**config.mk**
```make
export PLATFORM = sky130hd
export DESIGN_NAME = sdram_wr_serializer
export DESIGN_NICKNAME = d
export VERILOG_FILES = /design/src/rtl/sdram_wr_serializer_pkg.sv /design/src/rtl/wsr_bank_fifo.sv /design/src/rtl/wsr_drain_arbiter.sv /design/src/rtl/sdram_wr_serializer.sv
export SDC_FILE = /design/constraint.sdc
export NUM_CORES = 2
export LEC_CHECK = 0
export ABC_AREA = 1
export CORE_MARGIN = 5
export CORE_UTILIZATION = 57
export CTS_CLUSTER_DIAMETER = 50
export DETAILED_ROUTE_END_ITERATION = 7
export GPL_ROUTABILITY_DRIVEN = 0
export PLACE_DENSITY_LB_ADDON = 0.08
export SETUP_SLACK_MARGIN = 0.3
export SKIP_CTS_REPAIR_TIMING = 1
export SLEW_MARGIN = 40
export SYNTH_ARGS = -nofsm -noshare
export SYNTH_HDL_FRONTEND = slang
export SYNTH_SLANG_ARGS = --single-unit
```
**constraint.sdc**
```tcl
create_clock -name clk -period 4.1 [get_ports clk]
set_input_delay 0.41 -clock clk [delete_from_list [all_inputs] [get_ports clk]]
set_output_delay 0.41 -clock clk [all_outputs]
set_load 0.005 [all_outputs]
```
**src/rtl/sdram_wr_serializer_pkg.sv**
```systemverilog
package sdram_wr_serializer_pkg;
  typedef enum logic [1:0] {
    OP_NONE = 2'b00,
    OP_ACT  = 2'b01,
    OP_WR   = 2'b10,
    OP_PRE  = 2'b11
  } sdram_op_e;
endpackage

```
**src/rtl/wsr_bank_fifo.sv**
```systemverilog
module wsr_bank_fifo #(
  parameter int WIDTH = 16,
  parameter int DEPTH = 16
) (
  input  logic             clk,
  input  logic             rst_n,
  input  logic             push,
  input  logic [WIDTH-1:0] push_data,
  input  logic             pop,
  output logic [WIDTH-1:0] head,
  output logic             full,
  output logic             empty
);
  localparam int PW = (DEPTH > 1) ? $clog2(DEPTH) : 1;

  logic [WIDTH-1:0] store [DEPTH];
  logic [PW-1:0]    wr_ptr, rd_ptr;
  logic [PW:0]      count;

  assign full  = (count == (PW+1)'(DEPTH));
  assign empty = (count == '0);
  assign head  = store[rd_ptr];

  always_ff @(posedge clk) begin
    if (push) store[wr_ptr] <= push_data;
  end

  always_ff @(posedge clk or negedge rst_n) begin
    if (!rst_n) begin
      wr_ptr <= '0;
      rd_ptr <= '0;
      count  <= '0;
    end else begin
      if (push) wr_ptr <= (wr_ptr == PW'(DEPTH-1)) ? '0 : wr_ptr + 1'b1;
      if (pop)  rd_ptr <= (rd_ptr == PW'(DEPTH-1)) ? '0 : rd_ptr + 1'b1;
      case ({push, pop})
        2'b10:   count <= count + 1'b1;
        2'b01:   count <= count - 1'b1;
        default: count <= count;
      endcase
    end
  end

  assert_no_overflow_R2: assert property (@(posedge clk) disable iff (!rst_n)
    push |-> !full);
  assert_no_underflow_R3: assert property (@(posedge clk) disable iff (!rst_n)
    pop |-> !empty);
endmodule

```
**src/rtl/wsr_drain_arbiter.sv**
```systemverilog
module wsr_drain_arbiter
  import sdram_wr_serializer_pkg::*;
#(
  parameter int BANK_W = 2,
  parameter int ROW_W  = 4,
  parameter int COL_W  = 10,
  parameter int DATA_W = 32,
  localparam int NB     = 1 << BANK_W,
  localparam int ADDR_W = ROW_W + BANK_W + COL_W
) (
  input  logic                 clk,
  input  logic                 rst_n,
  input  logic [NB-1:0]        q_empty,
  input  logic [NB*ADDR_W-1:0] q_head_addr,
  input  logic [NB*DATA_W-1:0] q_head_data,
  output logic [NB-1:0]        q_pop,
  input  logic                 flush_req,
  output logic                 flush_busy,
  output logic                 flush_done,
  output logic                 cmd_valid,
  input  logic                 cmd_ready,
  output logic [1:0]           cmd_op,
  output logic [BANK_W-1:0]    cmd_bank,
  output logic [ROW_W-1:0]     cmd_row,
  output logic [COL_W-1:0]     cmd_col,
  output logic [DATA_W-1:0]    cmd_data
);
  logic [BANK_W-1:0]         cur_q, cur_n;
  logic                      fresh_q, fresh_n;
  logic [NB-1:0]             open_q, open_n;
  logic [NB-1:0][ROW_W-1:0]  orow_q, orow_n;
  logic                      fl_q, fl_n, done_n;
  logic                      v_n;
  sdram_op_e                 op_q, op_n;
  logic [BANK_W-1:0]         bank_n;
  logic [ROW_W-1:0]          row_n;
  logic [COL_W-1:0]          col_n;
  logic [DATA_W-1:0]         data_n;

  logic                      slot_free;
  logic [ADDR_W-1:0]         h_addr;
  logic [ROW_W-1:0]          h_row;
  logic                      nxt_found;
  logic [BANK_W-1:0]         nxt_bank;
  logic                      lo_found;
  logic [BANK_W-1:0]         lo_open;

  assign slot_free = !cmd_valid || cmd_ready;
  assign h_addr    = q_head_addr[cur_q*ADDR_W +: ADDR_W];
  assign h_row     = h_addr[ADDR_W-1 -: ROW_W];

  // next non-empty bank after the current one, wrapping onto itself last
  always_comb begin
    nxt_found = 1'b0;
    nxt_bank  = cur_q;
    for (int i = 1; i <= NB; i++) begin
      if (!nxt_found && !q_empty[cur_q + BANK_W'(i)]) begin
        nxt_found = 1'b1;
        nxt_bank  = cur_q + BANK_W'(i);
      end
    end
  end

  // lowest-numbered open bank, for the closing phase of a flush
  always_comb begin
    lo_found = 1'b0;
    lo_open  = '0;
    for (int b = NB-1; b >= 0; b--) begin
      if (open_q[b]) begin
        lo_found = 1'b1;
        lo_open  = BANK_W'(b);
      end
    end
  end

  always_comb begin
    cur_n   = cur_q;
    fresh_n = fresh_q;
    open_n  = open_q;
    orow_n  = orow_q;
    fl_n    = fl_q | flush_req;
    done_n  = 1'b0;
    v_n     = cmd_valid;
    op_n    = op_q;
    bank_n  = cmd_bank;
    row_n   = cmd_row;
    col_n   = cmd_col;
    data_n  = cmd_data;
    q_pop   = '0;
    if (slot_free) begin
      v_n = 1'b0;
      if (!q_empty[cur_q]) begin
        if (open_q[cur_q] && orow_q[cur_q] == h_row) begin
          v_n          = 1'b1;
          op_n         = OP_WR;
          bank_n       = cur_q;
          row_n        = h_row;
          col_n        = h_addr[COL_W-1:0];
          data_n       = q_head_data[cur_q*DATA_W +: DATA_W];
          q_pop[cur_q] = 1'b1;
          fresh_n      = 1'b0;
        end else if (fresh_q) begin
          v_n    = 1'b1;
          bank_n = cur_q;
          row_n  = h_row;
          if (open_q[cur_q]) begin
            op_n          = OP_PRE;
            open_n[cur_q] = 1'b0;
          end else begin
            op_n          = OP_ACT;
            open_n[cur_q] = 1'b1;
            orow_n[cur_q] = h_row;
          end
        end else begin
          cur_n   = nxt_bank;
          fresh_n = 1'b1;
        end
      end else if (nxt_found) begin
        cur_n   = nxt_bank;
        fresh_n = 1'b1;
      end else if (fl_q) begin
        if (lo_found) begin
          v_n             = 1'b1;
          op_n            = OP_PRE;
          bank_n          = lo_open;
          open_n[lo_open] = 1'b0;
        end else begin
          done_n = 1'b1;
          fl_n   = flush_req;
        end
      end
    end
  end

  always_ff @(posedge clk or negedge rst_n) begin
    if (!rst_n) begin
      cur_q      <= '0;
      fresh_q    <= 1'b1;
      open_q     <= '0;
      orow_q     <= '0;
      fl_q       <= 1'b0;
      flush_done <= 1'b0;
      cmd_valid  <= 1'b0;
      op_q       <= OP_NONE;
      cmd_bank   <= '0;
      cmd_row    <= '0;
      cmd_col    <= '0;
      cmd_data   <= '0;
    end else begin
      cur_q      <= cur_n;
      fresh_q    <= fresh_n;
      open_q     <= open_n;
      orow_q     <= orow_n;
      fl_q       <= fl_n;
      flush_done <= done_n;
      cmd_valid  <= v_n;
      op_q       <= op_n;
      cmd_bank   <= bank_n;
      cmd_row    <= row_n;
      cmd_col    <= col_n;
      cmd_data   <= data_n;
    end
  end

  assign cmd_op     = op_q;
  assign flush_busy = fl_q;

  assert_cmd_hold_R7: assert property (@(posedge clk) disable iff (!rst_n)
    cmd_valid && !cmd_ready |=> cmd_valid && $stable(cmd_op) && $stable(cmd_bank)
      && $stable(cmd_row) && $stable(cmd_col) && $stable(cmd_data));
  assert_wr_open_row_R4: assert property (@(posedge clk) disable iff (!rst_n)
    cmd_valid && cmd_op == OP_WR |-> open_q[cmd_bank] && orow_q[cmd_bank] == cmd_row);
  assert_op_code_R10: assert property (@(posedge clk) disable iff (!rst_n)
    cmd_valid |-> cmd_op != OP_NONE);
  assert_done_pulse_R8: assert property (@(posedge clk) disable iff (!rst_n)
    flush_done |=> !flush_done);
  assert_done_closed_R8: assert property (@(posedge clk) disable iff (!rst_n)
    flush_done |-> open_q == '0 && &q_empty);
endmodule

```
**src/rtl/sdram_wr_serializer.sv**
```systemverilog
module sdram_wr_serializer #(
  parameter int BANK_W = 2,
  parameter int ROW_W  = 4,
  parameter int COL_W  = 10,
  parameter int DATA_W = 32,
  parameter int QDEPTH = 16,
  localparam int NUM_BANKS = 1 << BANK_W,
  localparam int ADDR_W    = ROW_W + BANK_W + COL_W
) (
  input  logic                 clk,
  input  logic                 rst_n,
  input  logic                 wr_valid,
  output logic                 wr_ready,
  input  logic [ADDR_W-1:0]    wr_addr,
  input  logic [DATA_W-1:0]    wr_data,
  input  logic                 flush_req,
  output logic                 flush_done,
  output logic [NUM_BANKS-1:0] bank_full,
  output logic [NUM_BANKS-1:0] bank_empty,
  output logic                 cmd_valid,
  input  logic                 cmd_ready,
  output logic [1:0]           cmd_op,
  output logic [BANK_W-1:0]    cmd_bank,
  output logic [ROW_W-1:0]     cmd_row,
  output logic [COL_W-1:0]     cmd_col,
  output logic [DATA_W-1:0]    cmd_data
);
  localparam int EW = ADDR_W + DATA_W;

  logic [BANK_W-1:0]           in_bank;
  logic                        take;
  logic                        busy;
  logic [NUM_BANKS-1:0]        pop;
  logic [NUM_BANKS*ADDR_W-1:0] head_addr;
  logic [NUM_BANKS*DATA_W-1:0] head_data;

  assign in_bank  = wr_addr[COL_W +: BANK_W];
  assign wr_ready = !busy && !bank_full[in_bank];
  assign take     = wr_valid && wr_ready;

  for (genvar b = 0; b < NUM_BANKS; b++) begin : g_bank
    logic [EW-1:0] head;
    wsr_bank_fifo #(.WIDTH(EW), .DEPTH(QDEPTH)) fifo_i (
      .clk      (clk),
      .rst_n    (rst_n),
      .push     (take && in_bank == BANK_W'(b)),
      .push_data({wr_addr, wr_data}),
      .pop      (pop[b]),
      .head     (head),
      .full     (bank_full[b]),
      .empty    (bank_empty[b])
    );
    assign head_addr[b*ADDR_W +: ADDR_W] = head[EW-1 -: ADDR_W];
    assign head_data[b*DATA_W +: DATA_W] = head[DATA_W-1:0];
  end

  wsr_drain_arbiter #(
    .BANK_W(BANK_W), .ROW_W(ROW_W), .COL_W(COL_W), .DATA_W(DATA_W)
  ) arb_i (
    .clk        (clk),
    .rst_n      (rst_n),
    .q_empty    (bank_empty),
    .q_head_addr(head_addr),
    .q_head_data(head_data),
    .q_pop      (pop),
    .flush_req  (flush_req),
    .flush_busy (busy),
    .flush_done (flush_done),
    .cmd_valid  (cmd_valid),
    .cmd_ready  (cmd_ready),
    .cmd_op     (cmd_op),
    .cmd_bank   (cmd_bank),
    .cmd_row    (cmd_row),
    .cmd_col    (cmd_col),
    .cmd_data   (cmd_data)
  );

  assert_steer_R1: assert property (@(posedge clk) disable iff (!rst_n)
    take |=> !bank_empty[$past(in_bank)]);
  assert_stall_full_R2: assert property (@(posedge clk) disable iff (!rst_n)
    wr_valid && bank_full[in_bank] |-> !wr_ready);
endmodule

```
==> metrics.md <==
| Metric | Value |
|---|---|
| Detail Route Antenna Nets | `0` |
| Final hold violation count | `0` |
| Cell types with the highest counts after synthesis | `2,944 x sky130_fd_sc_hd__edfxtp_1, 1,573 x sky130_fd_sc_hd__nor2_1, 1,428 x sky130_fd_sc_hd__o21ai_0, 744 x sky130_fd_sc_hd__nand2_1, 476 x sky130_fd_sc_hd__clkbuf_1` |
| Yosys synthesis warning count | `0` |
| Post-synthesis instance area | `121,000 µm²` |
| Power per Cell Area | `between 600 and 700 nW/µm²` |
| Clock transition time at the flip-flop clock pins of the worst setup and hold paths | `0.06 ns` |
| Area of the die | `approximately 220,000 µm²` |
| Violation count after the first detailed-routing iteration | `11,547` |
| Max-slew violation count | `0` |
| Register bit total from synthesis | `~3,000` |
| Sequential cell area fraction in the yosys report | `roughly three quarters` |
| Standby leakage power | `about 0.047 µW` |
| Cells after Synth | `just over 9,000` |
| Number of enable-type register cells in the synthesized netlist | `2,944` |
| Share of synthesized registers carrying an async set or reset | `4.17%` |
| Area share of the largest cell type after synthesis | `approximately 73%` |
| Setup repair after global routing missed its margin | `yes` |
| Net count reported at finish | `9,549` |
| Layout cells sized above 1 | `between 10 and 15%` |
| Top FF cell, synth | `sky130_fd_sc_hd__edfxtp_1` |
| Width of the chip | `between 400 and 500 µm` |
| Number of optimization iterations in the first detailed-route pass | `6` |
| Number of clock sinks seen by CTS | `a little over 3,000` |
| Setup CP Type | `register to register` |
| Min cycle time layout | `3.76 ns` |
| Layout fillers | `approximately 15,000` |
| Post-Synth Simple-Gate Area | `a little under a tenth` |
| Cell mode on critical path | `sky130_fd_sc_hd__nor2_1` |
| CP startpoint kind | `register` |
| Total design power | `83,800 µW` |
| Slack of the critical path | `roughly 0.34 ns` |
| FMAX | `266 MHz` |
| TNS Setup | `0 ns` |
| Share of synthesized cell area in full adder, half adder and majority cells | `less than 1%` |
| Instance area at placement | `between 100,000 and 150,000 µm²` |
| Final Routed Wirelength | `374,000 µm` |
| Post-Syn Area per Cell | `between 10 and 15 µm²` |
| Detail-routed via count per cell | `6.50` |
| Number of max-cap violations | `0` |
| Quantity of I/O buffers inserted on ports | `approximately 110` |
| Number of buffers added by the clock tree synthesis step | `about 340` |
| Die extent in y | `between 400 and 500 µm` |
| Number of rows in the core area | `169` |
| Std-Cell Core Area | `around 210,000 µm²` |
| Largest cells by area after synthesis | `sky130_fd_sc_hd__edfxtp_1 73%, sky130_fd_sc_hd__o21ai_0 5.9%, sky130_fd_sc_hd__nor2_1 4.9%` |
| Worst setup timing slack at the placement stage | `approximately 0.20 ns` |
| Final clock period utilization by the worst path | `roughly nine tenths` |
| Synthesized net count | `9,299` |
| Pin count of the biggest net entering global routing | `a little over 200` |
| Status | `complete, no violations` |
| Clock tree from TritonCTS | `built` |
| Mux share of post-synthesis cell area | `0%` |
| Endpoint type of the worst setup path | `register` |
| Synth Area in XOR/XNOR | `less than 1%` |
| Maximum number of buffers from clock root to sink | `4` |
| Global-route wire length before repair | `about 540,000 µm` |
| Total global routing overflow | `0` |
| Max Clock Skew | `between 0.05 and 0.06 ns` |
| Arrival @ worst endpoint | `around 4.6 ns` |
| Kind of path behind the tightest hold check | `input port to register` |
| Starting density of the core | `a little under three fifths` |
| I/O pins | `114` |
| DR WL/cell | `between 20 and 30 µm` |
| Number of antenna violations at the first check in global routing | `22` |
| Slew at the pin closest to its max-slew limit | `between 0.9 and 1 ns` |
| H-Tree Level Count | `5` |
| Combinational family with the most area after synthesis | `compound AO/OA/AOI/OAI gates` |
| DR vias | `81,440` |
| Buffer cell driving the clock tree root | `sky130_fd_sc_hd__clkbuf_16` |
| Number of global-route vias before repair | `between 70,000 and 80,000` |
| Post-synth cell types | `49` |
| Maximum fanout encountered on the critical timing path | `6` |
| Number of endpoints failing setup at the final stage | `0` |
| CP peak stage delay | `~0.54 ns` |
| IR drop worst, VDD | `approximately 560 µV` |
| Skew-Pair Late Insertion Delay | `0.97 ns` |
| Residual DRC count | `0` |
| Critical path data required time | `roughly 5.0 ns` |
| Cell taking the most area after synthesis | `sky130_fd_sc_hd__edfxtp_1` |
| Share of the synthesized area in compound gates (AO/OA/AOI/OAI) | `approximately 12%` |
| Final instance area | `~140,000 µm²` |
| Headroom to the max-slew limit | `35.5%` |
| Global-route usage over all layers | `between 30% and 40%` |
| Post-DP HPWL | `about 210,000 µm` |
| Most instantiated library cell after synthesis | `sky130_fd_sc_hd__edfxtp_1` |
| Slowest library cell on the worst path | `sky130_fd_sc_hd__dfrtp_4` |
| Final-layout worst hold slack | `between 0.01 and 0.015 ns` |
| Area growth, synth to finish | `15.0%` |
sequential cells by signal, summed over array words and instances, names as in the netlist, named ones only:
name and flops:
g_bank.fifo_i.store 2944, arb_i.cmd_data 32, g_bank.fifo_i.count 20, arb_i.orow_q 16
g_bank.fifo_i.rd_ptr 16, g_bank.fifo_i.wr_ptr 16, arb_i.cmd_col 10, arb_i.cmd_row 4
arb_i.cmd_bank 2, arb_i.cmd_op 2, arb_i.cur_q 2, arb_i.cmd_valid 1
arb_i.flush_busy 1, arb_i.flush_done 1, arb_i.fresh_q 1
stage by stage:
stage,utilization [%],std cells
6_report,65.8,12529
3_5_place_dp,60.3,11870
4_1_cts,65.2,12456
2_1_floorplan,-,9202
5_1_grt,65.8,12523
3_3_place_gp,60.2,11867
cells by family (layout without fill, tap and decap cells):
kind of cell | after synthesis | count (layout)
and+or+nand+nor | 2761 | 2761
AOI/OAI and AO/OA | 2502 | 2502
xor gates and xnor gates | 16 | 16
buffers and inverters | 807 | 1303
adders and majority gates | 44 | 44
DFF | 3072 | 3072
other | 0 | 10
layer usage:
| layer | share of wire (%) | up-vias | routed length [µm] | track usage [%] |
|---|---|---|---|---|
| met5 | 0.011 | - | 40 | 0 |
| met4 | 4.1 | 6 | 15500 | 12.5 |
| met3 | 11 | 892 | 42400 | 7.28 |
| met2 | 46 | 4978 | 172000 | 50.1 |
| met1 | 39 | 40712 | 145000 | 47.0 |
| li1 | - | 34852 | - | - |
worst paths after layout:
| check | from | endpoint | slack (ns) | depth (start not counted) |
|---|---|---|---|---|
| min | wr_data[14] | g_bank[0].fifo_i.store[11][14] | 0.01 | 1 |
| max in group asynchronous | rst_n | g_bank[1].fifo_i.rd_ptr[1] | 3.02 | 3 |
| max reg2reg | g_bank[1].fifo_i.rd_ptr[0] | g_bank[3].fifo_i.count[4] | 0.34 | 28 |
| min reg2reg | arb_i.cmd_col[6] | arb_i.cmd_col[6] | 0.47 | 2 |
| max | g_bank[1].fifo_i.rd_ptr[0] | g_bank[3].fifo_i.count[4] | 0.34 | 28 |
| min in group asynchronous | rst_n | arb_i.cmd_col[4] | 0.08 | 2 |
worst max-delay path: cells and delay by family, from the launching register on:
| family | cells | cell delay, ns |
|---|---|---|
| buffers and inverters | 7 | 0.82 |
| xor gates and xnor gates | 1 | 0.15 |
| DFF | 1 | 0.54 |
| adders and majority gates | 2 | 0.55 |
| AOI/OAI and AO/OA | 2 | 0.14 |
| and+or+nand+nor | 16 | 1.46 |
layout by cell type, fill, tap and decap left out, drive strengths merged, types with 114 or more instances in the layout:
cell type,n
o221ai,275
buf,453
nand3,400
o22ai,399
clkinv,114
dfrtp,127
o21ai,1447
a21oi,208
nor2,1578
clkbuf,434
inv,185
edfxtp,2944
nand2,749
layout make-up:
class                      count  area [µm²]  area share, %
antenna                       10        25.0         0.0180
clock buffer                 427        9020           6.47
clock inverter               159        1420           1.02
inverter                     170         749          0.538
multi-input combinational   5323       27000           19.4
sequential                  3072       91700           65.8
tap                         2821        3530           2.53
timing repair buffer         543        5930           4.26
timing repair inverter         4        50.0         0.0359
where the power goes:
part | internal (µW) | total (µW) | switching, µW
combinational | 5860 | 19500 | 13600
clock | 16900 | 29000 | 12100
sequential | 34800 | 35200 | 434
(Power assumes the default switching activity.)
